File: config.mk
export PLATFORM = sky130hd
export DESIGN_NAME = mc_offmode_seq
export DESIGN_NICKNAME = d
export VERILOG_FILES = /design/src/rtl/mc_offmode_seq.sv
export SDC_FILE = /design/constraint.sdc
export NUM_CORES = 1
export LEC_CHECK = 0
export BUFFER_PORTS_ARGS = -buffer_cell sky130_fd_sc_hd__buf_2
export CORE_MARGIN = 4
export CORE_UTILIZATION = 56
export DETAILED_ROUTE_END_ITERATION = 6
export GPL_TIMING_DRIVEN = 0
export PLACE_DENSITY = 0.79
export SYNTH_ARGS = -nofsm -noshare
export SYNTH_HDL_FRONTEND = slang
export SYNTH_SLANG_ARGS = --single-unit
File: constraint.sdc
create_clock -name clk -period 3.3 [get_ports clk]
set_clock_uncertainty 0.05 [all_clocks]
set_input_delay 0.165 -clock clk [delete_from_list [all_inputs] [get_ports clk]]
set_output_delay 0.165 -clock clk [all_outputs]
set_load 0.02 [all_outputs]
File: src/rtl/mc_offmode_seq.sv
module mc_offmode_seq #(
  parameter int INIT_CYCLES = 16,
  parameter int EXIT_W      = 8
) (
  input  logic              clk,
  input  logic              rst_n,
  input  logic              wake_from_off,
  input  logic              pd_req,
  input  logic              queues_empty,
  input  logic              irq_pending,
  input  logic              restore_done,
  input  logic [EXIT_W-1:0] exit_cycles,
  input  logic              phy_gate,
  output logic              pd_ack,
  output logic              sr_enter,
  output logic              sr_exit,
  output logic              shadow_load,
  output logic              self_refresh,
  output logic              access_en,
  output logic              woke,
  output logic              phy_clk_en
);
  localparam int INIT_W = $clog2(INIT_CYCLES + 1);
  localparam int CNT_W  = (INIT_W > EXIT_W) ? INIT_W : EXIT_W;

  typedef enum logic [3:0] {
    S_INIT, S_IDLE, S_DRAIN, S_SRIN, S_COPY, S_IRQW, S_ACK, S_WAKE, S_SROUT, S_EXIT
  } state_t;

  state_t           state;
  logic [CNT_W-1:0] cnt;
  logic             woke_q;

  always_ff @(posedge clk) begin
    if (!rst_n) begin
      state  <= wake_from_off ? S_WAKE : S_INIT;
      cnt    <= CNT_W'(INIT_CYCLES - 1);
      woke_q <= wake_from_off;
    end else begin
      case (state)
        S_INIT:  if (cnt == '0) state <= S_IDLE; else cnt <= cnt - 1'b1;
        S_IDLE:  if (pd_req) state <= S_DRAIN;
        S_DRAIN: if (!pd_req) state <= S_IDLE;
                 else if (queues_empty) state <= S_SRIN;
        S_SRIN:  state <= S_COPY;
        S_COPY:  state <= S_IRQW;
        S_IRQW:  if (!pd_req) state <= S_SROUT;
                 else if (!irq_pending) state <= S_ACK;
        S_ACK:   state <= S_ACK;
        S_WAKE:  if (restore_done) state <= S_SROUT;
        S_SROUT: begin
          state <= S_EXIT;
          cnt   <= CNT_W'(exit_cycles);
        end
        S_EXIT:  if (cnt == '0) begin
                   state  <= S_IDLE;
                   woke_q <= 1'b0;
                 end else cnt <= cnt - 1'b1;
        default: state <= S_INIT;
      endcase
    end
  end

  assign pd_ack       = (state == S_ACK);
  assign sr_enter     = (state == S_SRIN);
  assign sr_exit      = (state == S_SROUT);
  assign shadow_load  = (state == S_COPY);
  assign self_refresh = (state == S_COPY) || (state == S_IRQW) ||
                        (state == S_ACK)  || (state == S_WAKE);
  assign access_en    = (state == S_IDLE);
  assign woke         = woke_q;
  assign phy_clk_en   = !(phy_gate && self_refresh);

  assert_enter_after_drain_R2: assert property (@(posedge clk) disable iff (!rst_n)
    $rose(sr_enter) |-> $past(queues_empty) && $past(pd_req));
  assert_copy_after_enter_R3: assert property (@(posedge clk) disable iff (!rst_n)
    shadow_load |-> $past(sr_enter));
  assert_no_ack_with_irq_R4: assert property (@(posedge clk) disable iff (!rst_n)
    $rose(pd_ack) |-> !$past(irq_pending) && $past(self_refresh));
  assert_ack_sticky_R5: assert property (@(posedge clk) disable iff (!rst_n)
    pd_ack |=> pd_ack);
  assert_no_access_in_sr_R7: assert property (@(posedge clk) disable iff (!rst_n)
    access_en |-> !self_refresh);
  assert_gate_only_in_sr_R8: assert property (@(posedge clk) disable iff (!rst_n)
    !phy_clk_en |-> self_refresh);
  assert_one_command_R10: assert property (@(posedge clk) disable iff (!rst_n)
    $onehot0({sr_enter, sr_exit, shadow_load, $rose(pd_ack)}));
endmodule

==> reports/qor.yml, run 1 <==
yosysWarnings: 0
area_delta_synth_final_pct: 17.2
hold_buffers: 0
cts_tree: "done"
cts_setup_buffers: 0
antenna_found_initial: 0
insertion_delay_ns: 0.28
cp-start-kind: "flop"
rows: 14
synth_edf_count: 5
relSlewSlack_pct: 60.8
synth_top_area_cell: "dfxtp_1"
synthTopCellsByArea: "dfxtp_1, edfxtp_1, nand2_1"
wl_met2_mm: 1.16
met1_length_mm: 1.09
ys.flop_type: "dfxtp_1"
diodes: 0
grt_usage_pct: 20.3
synth-seq-cells: 13
grt_pass1_vias: 864
cts_resized: 0
synth_area_per_cell_sq_um: 8.37
wl_mm: 2.45
rsz0062_at_grt: "false"
drc: 0
synthSimpleGateAreaFrac_pct: 24.0
core_area_sq_um: 1590
vdd_drop_max_v: 0.000647
syn-num-nets: 136
finalSetupViolCount: 0
grt_max_degree: 11
synthMuxAreaShare_pct: 4.02
clk_pin_slew_ns: 0.08
die_w_um: 50.2
dpl.hpwl_mm: 1.89
hold_path_class: "in2reg"
synthXorXnorAreaFrac_pct: 0.879
synth_cells: 119
num_vias: 1018
run_status: "complete, no violations"
top_layer: "met4"
yosys.area.top_type_share_pct: 16.1
cp_max_fo: 10
place_congestion: 0.829
ant_nets: 0
p_leak_nw: 0.485
hold_viol: 0
final_net_count: 164
yosysMostFrequentCell: "nand2_1"
fin_crit_ns: 2.33
worst_slew_pin_slew_ns: 0.582
synth-async-reset-ratio_pct: 0
crit_type: "reg2reg"
synthDistinctLibCells: 43
cts_max_level: 1
required_ns: 3.17
synth-compound-area-share_pct: 29.8
synth_area_sq_um: 996
fin_setup_tns_ns: 0
fin_area_sq_um: 1170
cap_violations: 0
cts_root_buf: "clkbuf_4"
place_area_sq_um: 1140
drt_iter0_markers: 45
dieHeight_um: 50.2
end_kind: "flop"
die_area_sq_um: 2520
powerDensity_nw_per_um2: 863
start_util_pct: 62.5
cts_buffers: 3
synth_top_family_by_area: "compound AO/OA/AOI/OAI gates"
cts_max_path_buffers: 2
timing.final.crit_share_pct: 70.6
ys_seq_area_share_pct: 31.2
overflow: 0
portBuffers: 23
grt_pass1_wl_mm: 3.93
cts.sinks: 13
worstPathArrival_ns: 2.20
fmax_mhz: 429
io_pins: 24
dr_wl_met3_um: 137
drv_slew: 0
synthTopCellsByCount: "nand2_1, nor2_1, dfxtp_1, inv_1, nor3_1"
synthAdderAreaFrac_pct: 1.26
post_drt_wl_per_cell_um: 14.4
drt-vias-per-instance: 5.99
drive_above_1_share_pct: 26.7
firstDrtPassIters: 4
[final cells by class]
class / count / area, sq um
multi-input combinational: 89 / 597
fill: 133 / 427
sequential: 13 / 310
timing repair buffer: 23 / 115
buffer: 9 / 58.8
inverter: 8 / 30.0
tap: 24 / 30.0
clock buffer: 4 / 26.3
[cells by family after synthesis]
logic type | count (synthesis)
compound gates | 39
xor+xnor | 1
fa+ha+maj | 1
buf+inv | 17
flops | 13
mux | 4
simple gates | 44
[worst max-delay path, stage by stage, from the launching register on]
cell	delay, ns
dfxtp_1	0.34
inv_1	0.10
ha_1	0.23
nor4b_4	0.42
a211oi_2	0.14
buf_4	0.20
o21ai_0	0.49
[placed cells by master (no fill, tap or decap), types with 4 or more instances in the layout]
master / n
buf_2: 25
edfxtp_1: 5
a21oi_1: 5
dfxtp_1: 8
mux2i_1: 4
o21ai_0: 5
nor2_1: 10
clkbuf_1: 4
nand2_1: 12
inv_1: 8
nor3_1: 7
[flip-flops by register name, summed over array words and instances (netlist names)]
register	count
state	4
woke	1
cnt	8
[metal layers]
layer,vias up,GRT usage (%)
met1,480,27.5
li1,496,-
met4,0,8.29
met2,36,31.5
met5,-,0
met3,6,4.14
[where the power goes]
group | switching (mW) | leakage (nW) | total, mW | internal [mW]
registers | 0.0524 | 0.119 | 0.283 | 0.231
logic | 0.371 | 0.352 | 0.622 | 0.252
clock network | 0.0551 | 0.0150 | 0.102 | 0.0469
[metrics by stage]
stage               hold WS, ns  cells  setup slack [ns]  power [mW]  util [%]
finish                   0.0849    170             0.972        1.01      73.2
global route             0.0991    170             0.734        1.09      73.2
CTS                      0.0872    170             0.994        1.00      73.2
detailed placement        0.385    166             0.998       0.902      71.6
global placement          0.369    166              1.04       0.886      71.6
floorplan                 0.265    119              1.34       0.762         -
[worst paths after layout]
path              cells after the start  endpoint      startpoint  slack [ns]
hold reg to reg                       2    cnt[4]          cnt[4]        0.48
setup reg to reg                      6  state[1]          cnt[0]        0.97
hold / removal                        3    cnt[6]  exit_cycles[6]        0.08
setup / recovery                      6  state[1]          cnt[0]        0.97
Note: power is estimated with default switching activity, not from simulation.
==> run 2, diff against run 1 <==
--- a/config.mk
+++ b/config.mk
@@ -7,10 +7,10 @@
 export LEC_CHECK = 0
 export BUFFER_PORTS_ARGS = -buffer_cell sky130_fd_sc_hd__buf_2
 export CORE_MARGIN = 4
-export CORE_UTILIZATION = 56
+export CORE_UTILIZATION = 52
 export DETAILED_ROUTE_END_ITERATION = 6
 export GPL_TIMING_DRIVEN = 0
-export PLACE_DENSITY = 0.79
+export PLACE_DENSITY = 0.74
 export SYNTH_ARGS = -nofsm -noshare
 export SYNTH_HDL_FRONTEND = slang
 export SYNTH_SLANG_ARGS = --single-unit
==> constraint.sdc (replaced) <==
create_clock -name clk -period 2.4 [get_ports clk]
set_clock_uncertainty 0.05 [all_clocks]
set_input_delay 0.12 -clock clk [delete_from_list [all_inputs] [get_ports clk]]
set_output_delay 0.12 -clock clk [all_outputs]
set_load 0.02 [all_outputs]
==> run 2 against run 1 <==
Against the previous run:
- total power up 38%
- hold slack worse by 0.041 ns
- largest power group unchanged
- cell area increased by 0.11%
- flip-flop and latch count is the same
- critical endpoint is now sr_exit
- die area grew 6.5%
- register-to-register slack got worse by 0.65 ns
- combinational power increased by 37%
- setup slack worse by 0.67 ns
- cell count grew 0.59%
- wire length shrank 1.4%
- utilization down 7.0 points
==> reports/qor.yml, run 2 (synthesis gave the netlist of run 1 again) <==
run_status: "complete, no violations"  # unchanged
worstPathArrival_ns: 1.93  # was 2.20 ns
min_from: "exit_cycles[6]"  # unchanged
cap_violations: 0  # unchanged
path_cells: "clkbuf_1, nor4b_2, buf_4, buf_2"  # was inv_1, ha_1, nor4b_4, a211oi_2, buf_4, o21ai_0
grt_pass1_wl_mm: 3.94  # was 3.93 mm
path_buf_inv: 3  # was 2
cts_buffers: 3  # unchanged
num_vias: 983  # was 1018
total_power_mw: 1.39  # was 1.01 mW
hold_viol: 0  # unchanged
grt_usage_pct: 19.9  # was 20.3%
start_util_pct: 56.5  # was 62.5%
grt_pass1_vias: 904  # was 864
drc: 0  # unchanged
diodes: 0  # unchanged
rsz0062_at_grt: "false"  # unchanged
firstDrtPassIters: 4  # unchanged
layout_common_cells: "buf_2, nand2_1, nor2_1"  # unchanged
relSlewSlack_pct: 59.7  # was 60.8%
cts_root_buf: "clkbuf_4"  # unchanged
timing.final.crit_share_pct: 87.6
cp-start-kind: "flop"  # unchanged
rrSetupSlack_ns: 0.32  # was 0.97 ns
powerDensity_nw_per_um2: 1190  # was 863 nW/um^2
fin_setup_tns_ns: 0  # unchanged
endpoint: "sr_exit"  # was state[1]
dpl.hpwl_mm: 1.74  # was 1.89 mm
vdd_drop_max_v: 0.000798  # was 0.000647 V
r2r_start: "cnt[0]"  # unchanged
ant_nets: 0  # unchanged
wl_mm: 2.41  # was 2.45 mm
hold_path_depth: 3  # unchanged
power_frac_seq_pct: 28.0  # was 28.1%
end_kind: "output port"  # was flop
reg2reg_to: "state[1]"  # unchanged
grt_max_degree: 11  # unchanged
cp.depth: 4  # was 6
power_switching_mw: 0.658  # was 0.478 mW
top_register: "cnt"  # unchanged
worst_slew_pin_slew_ns: 0.603  # was 0.582 ns
cts_max_level: 1  # unchanged
fmax_mhz: 476
internal-power_mw: 0.730  # was 0.530 mW
dieHeight_um: 51.8  # was 50.2 um
crit_family: "buffers and inverters"  # was compound AO/OA/AOI/OAI gates
drt_iter0_markers: 40  # was 45
drt-vias-per-instance: 5.75  # was 5.99
insertion_delay_ns: 0.28  # about the same
crit_slowest_cell: "nor4b_2"  # was o21ai_0
required_ns: 2.23  # was 3.17 ns
hold_ws_ns: 0.0442  # was 0.0849 ns
fin_crit_ns: 2.10
crit_type: "reg2out"  # was reg2reg
hold_path_class: "in2reg"  # unchanged
cp_max_fo: 10  # unchanged
clk_pin_slew_ns: 0.09  # was 0.08 ns
finalSetupViolCount: 0  # unchanged
portBuffers: 23  # unchanged
antenna_found_initial: 0  # unchanged
die_area_sq_um: 2680  # was 2520 sq um
cts_tree: "done"  # unchanged
final_cells: 171  # was 170
drv_slew: 0  # unchanged
swShare_pct: 47.4  # about the same
startpoint: "state[1]"  # was cnt[0]
core_area_sq_um: 1760  # was 1590 sq um
die_w_um: 51.8  # was 50.2 um
critical_path.max_stage_delay_ns: 0.57  # was 0.49 ns
p_leak_nw: 0.485  # about the same
final_common_cell: "buf_2"  # unchanged
placed_cells: 167  # was 166
cts_max_path_buffers: 2  # unchanged
drive_above_1_share_pct: 26.7  # unchanged
largest_reg_flops: 8  # unchanged
place_congestion: 0.830  # was 0.829
io_pins: 24  # unchanged
r2r_cells: 6  # unchanged
post_drt_wl_per_cell_um: 14.1  # was 14.4 um
combPwrFrac_pct: 61.5  # was 61.8%
overflow: 0  # unchanged
area_delta_synth_final_pct: 17.3  # was 17.2%
cts_setup_buffers: 0  # unchanged
final_net_count: 164  # unchanged
clkPwrFrac_pct: 10.5  # was 10.1%
rows: 15  # was 14
cts.sinks: 13  # unchanged
-- run 2: worst reg2reg max path, cell delays in order (launching register included) --
cell and delay (ns):
dfxtp_1 0.33, inv_1 0.10, ha_1 0.23, nor4b_4 0.39, a211oi_2 0.13, buf_4 0.19
o21ai_1 0.32
-- run 2: worst min-delay path by stage --
stage	to	slack [ns]
after floorplan	cnt[6]	0.22
after global placement	cnt[6]	0.32
after detailed placement	cnt[6]	0.34
after CTS	cnt[6]	0.04
after global routing	cnt[6]	0.06
final	cnt[6]	0.04
-- run 2: timing repair --
item | 4_1_cts | 5_1_grt
hold buffers | 0 | 0
gates resized for setup | 0 | 1
setup endpoints to repair | 0 | 4
-- run 2: cell type report --
| cell class | count | area (sq um) |
|---|---|---|
| buffer | 9 | 58.8 |
| clock buffer | 4 | 26.3 |
| fill | 174 | 596 |
| inverter | 8 | 30.0 |
| multi-input combinational | 89 | 597 |
| sequential | 13 | 310 |
| tap | 25 | 31.3 |
| timing repair buffer | 23 | 115 |
-- run 2: power groups by stage --
stage	Clock [mW]	Sequential, mW	Combinational, mW
floorplan	0	0.380	0.668
global placement	0	0.389	0.833
detailed placement	0	0.393	0.842
CTS	0.148	0.388	0.845
global route	0.155	0.400	0.934
finish	0.145	0.389	0.854
-- run 2: metrics by stage --
step                setup WS, ns  area, sq um  util [%]
floorplan                  0.441          996         -
global placement           0.162         1140      64.8
detailed placement         0.160         1140      64.8
CTS                        0.138         1170      66.2
global route               0.155         1170      66.2
finish                     0.298         1170      66.2
-- run 2: metal layers --
| metal | global-route usage (%) | wire (um) | vias to the layer above |
|---|---|---|---|
| met3 | 3.72 | 168 | 2 |
| met1 | 26.1 | 1080 | 458 |
| met2 | 31.6 | 1150 | 28 |
| met5 | 0 | 0 | - |
| li1 | - | - | 495 |
| met4 | 9.17 | 16 | 0 |
==> run 3, diff against run 2 <==
--- a/config.mk
+++ b/config.mk
@@ -5,7 +5,7 @@
 export SDC_FILE = /design/constraint.sdc
 export NUM_CORES = 1
 export LEC_CHECK = 0
-export BUFFER_PORTS_ARGS = -buffer_cell sky130_fd_sc_hd__buf_2
+export BUFFER_PORTS_ARGS = -buffer_cell sky130_fd_sc_hd__buf_4
 export CORE_MARGIN = 4
 export CORE_UTILIZATION = 52
 export DETAILED_ROUTE_END_ITERATION = 6
==> run 3 against run 2 <==
Against the previous run:
- cell count stayed put
- die area stayed put
- largest power group unchanged
- combinational power is 4.7% higher
- non-clock buffer count stayed put
- via count is 1.1% lower
- global-route usage is 0.75 points higher
- wire length is 3.4% higher
- largest cell class unchanged
- highest routed layer is now met3
- maximum frequency is 0.64% lower
- sequential share of layout area is 1.2 points lower
- hold slack worse by 0.012 ns
==> reports/qor.yml, run 3 (synthesis gave the netlist of run 1 again) <==
hold_viol: 0  # unchanged
clk_pin_slew_ns: 0.09  # about the same
rows: 15  # unchanged
rrSetupSlack_ns: 0.28  # was 0.32 ns
core_area_sq_um: 1760  # unchanged
cts_root_buf: "clkbuf_4"  # unchanged
final_common_cell: "buf_4"  # was buf_2
io_pins: 24  # unchanged
power_switching_mw: 0.663  # was 0.658 mW
combPwrFrac_pct: 62.8  # was 61.5%
path_cells: "inv_1, ha_1, nor4b_4, a211oi_2, buf_4, o21ai_1"  # was clkbuf_1, nor4b_2, buf_4, buf_2
r2r_start: "cnt[0]"  # unchanged
final_net_count: 164  # unchanged
die_w_um: 51.8  # unchanged
reg2reg_to: "state[2]"  # was state[1]
num_vias: 972  # was 983
run_status: "complete, no violations"  # unchanged
portBuffers: 23  # unchanged
grt_usage_pct: 20.7  # was 19.9%
ant_nets: 0  # unchanged
vdd_drop_max_v: 0.000810  # was 0.000798 V
p_leak_nw: 0.501  # was 0.485 nW
place_congestion: 0.839  # was 0.830
cts_buffers: 3  # unchanged
fin_setup_tns_ns: 0  # unchanged
grt_max_degree: 11  # unchanged
fmax_mhz: 473  # was 476 MHz
cts_setup_buffers: 0  # unchanged
hold_path_class: "in2reg"  # unchanged
cp_max_fo: 10  # unchanged
grt_pass1_wl_mm: 4.20  # was 3.94 mm
relSlewSlack_pct: 62.3  # was 59.7%
layout_common_cells: "buf_4, nand2_1, nor2_1"  # was buf_2, nand2_1, nor2_1
drt-vias-per-instance: 5.68  # was 5.75
insertion_delay_ns: 0.28  # about the same
power_frac_seq_pct: 27.3  # was 28.0%
top_register: "cnt"  # unchanged
post-route-util_pct: 69.5  # was 66.2%
drive_above_1_share_pct: 26.7  # unchanged
dpl.hpwl_mm: 1.92  # was 1.74 mm
internal-power_mw: 0.759  # was 0.730 mW
finalSetupViolCount: 0  # unchanged
rsz0062_at_grt: "false"  # unchanged
wl_mm: 2.49  # was 2.41 mm
start_util_pct: 56.5  # unchanged
required_ns: 2.29  # was 2.23 ns
worstPathArrival_ns: 2.01  # was 1.93 ns
clkPwrFrac_pct: 9.8  # was 10.5%
crit_family: "compound AO/OA/AOI/OAI gates"  # was buffers and inverters
post_drt_wl_per_cell_um: 14.6  # was 14.1 um
crit_type: "reg2reg"  # was reg2out
antenna_found_initial: 0  # unchanged
timing.final.crit_share_pct: 88.2  # was 87.6%
r2r_cells: 6  # unchanged
hold_buffers: 0  # unchanged
cts_max_level: 1  # unchanged
cts_tree: "done"  # unchanged
overflow: 0  # unchanged
cp.depth: 6  # was 4
drv_slew: 0  # unchanged
firstDrtPassIters: 4  # unchanged
die_area_sq_um: 2680  # unchanged
hold_path_depth: 3  # unchanged
cts_max_path_buffers: 2  # unchanged
crit_slowest_cell: "nor4b_4"  # was nor4b_2
fin_crit_ns: 2.12  # was 2.10 ns
drt_iter0_markers: 39  # was 40
min_from: "exit_cycles[6]"  # unchanged
worst_slew_pin_slew_ns: 0.563  # was 0.603 ns
cap_violations: 0  # unchanged
diodes: 0  # unchanged
area_delta_synth_final_pct: 23.1  # was 17.3%
dieHeight_um: 51.8  # unchanged
swShare_pct: 46.6  # was 47.4%
path_buf_inv: 2  # was 3
cp-start-kind: "flop"  # unchanged
cts.sinks: 13  # unchanged
critical_path.max_stage_delay_ns: 0.40  # was 0.57 ns
whs_endpoint: "cnt[6]"  # unchanged
grt_pass1_vias: 903  # was 904
end_kind: "flop"  # was output port
largest_reg_flops: 8  # unchanged
powerDensity_nw_per_um2: 1160  # was 1190 nW/um^2
drc: 0  # unchanged
## run 3: cell count changes in the layout (fill, tap and decap cells not counted)
cell   previous run  this run
buf_2            25         2
buf_4             2        25
## run 3: layer usage
metal	up-vias	share of wire [%]	global-route usage (%)	routed length (um)
met5	-	0	0	0
met3	0	4.5	5.44	113
met2	22	48	32.6	1190
met1	458	48	28.9	1200
met4	0	0	3.06	0
li1	492	-	-	-
## run 3: power groups by stage
stage,sequential [mW],combinational [mW],clock (mW)
floorplan,0.380,0.668,0
global placement,0.389,0.865,0
detailed placement,0.393,0.880,0
CTS,0.388,0.885,0.141
global route,0.401,0.975,0.151
finish,0.389,0.894,0.140
## run 3: per-stage QoR
stage | worst slack [ns] | instance area (sq um) | hold slack, ns | instances | total power, mW
finish | 0.284 | 1230 | 0.0318 | 171 | 1.42
global route | 0.118 | 1230 | 0.0788 | 171 | 1.53
CTS | 0.103 | 1230 | 0.0418 | 171 | 1.41
detailed placement | 0.121 | 1200 | 0.333 | 167 | 1.27
global placement | 0.173 | 1200 | 0.322 | 167 | 1.25
floorplan | 0.441 | 996 | 0.220 | 119 | 1.05
## run 3: area by class of cell
class	instances	area (sq um)
Tap cell	25	31.3
Multi-Input combinational cell	89	597
Clock buffer	4	26.3
Fill cell	161	538
Sequential cell	13	310
Buffer	9	58.8
Inverter	8	30.0
Timing Repair Buffer	23	173
## run 3: worst max-delay path by stage
stage | from | to
floorplan | cnt[0] | state[0]
global placement | cnt[0] | state[3]
detailed placement | cnt[0] | state[2]
CTS | cnt[0] | state[2]
global route | cnt[0] | state[1]
finish | cnt[0] | state[2]
## run 3: worst register-to-register path, cell delays in order (launching register included)
cell,delay (ns)
dfxtp_1,0.32
inv_1,0.11
ha_1,0.23
nor4b_4,0.40
a211oi_2,0.14
buf_4,0.20
o21ai_1,0.33
## run 3: timing repair
item                                    4_1_cts  5_1_grt
resized for setup                             0        1
endpoints found under the hold margin         0        0
endpoints found under the setup margin        0        4
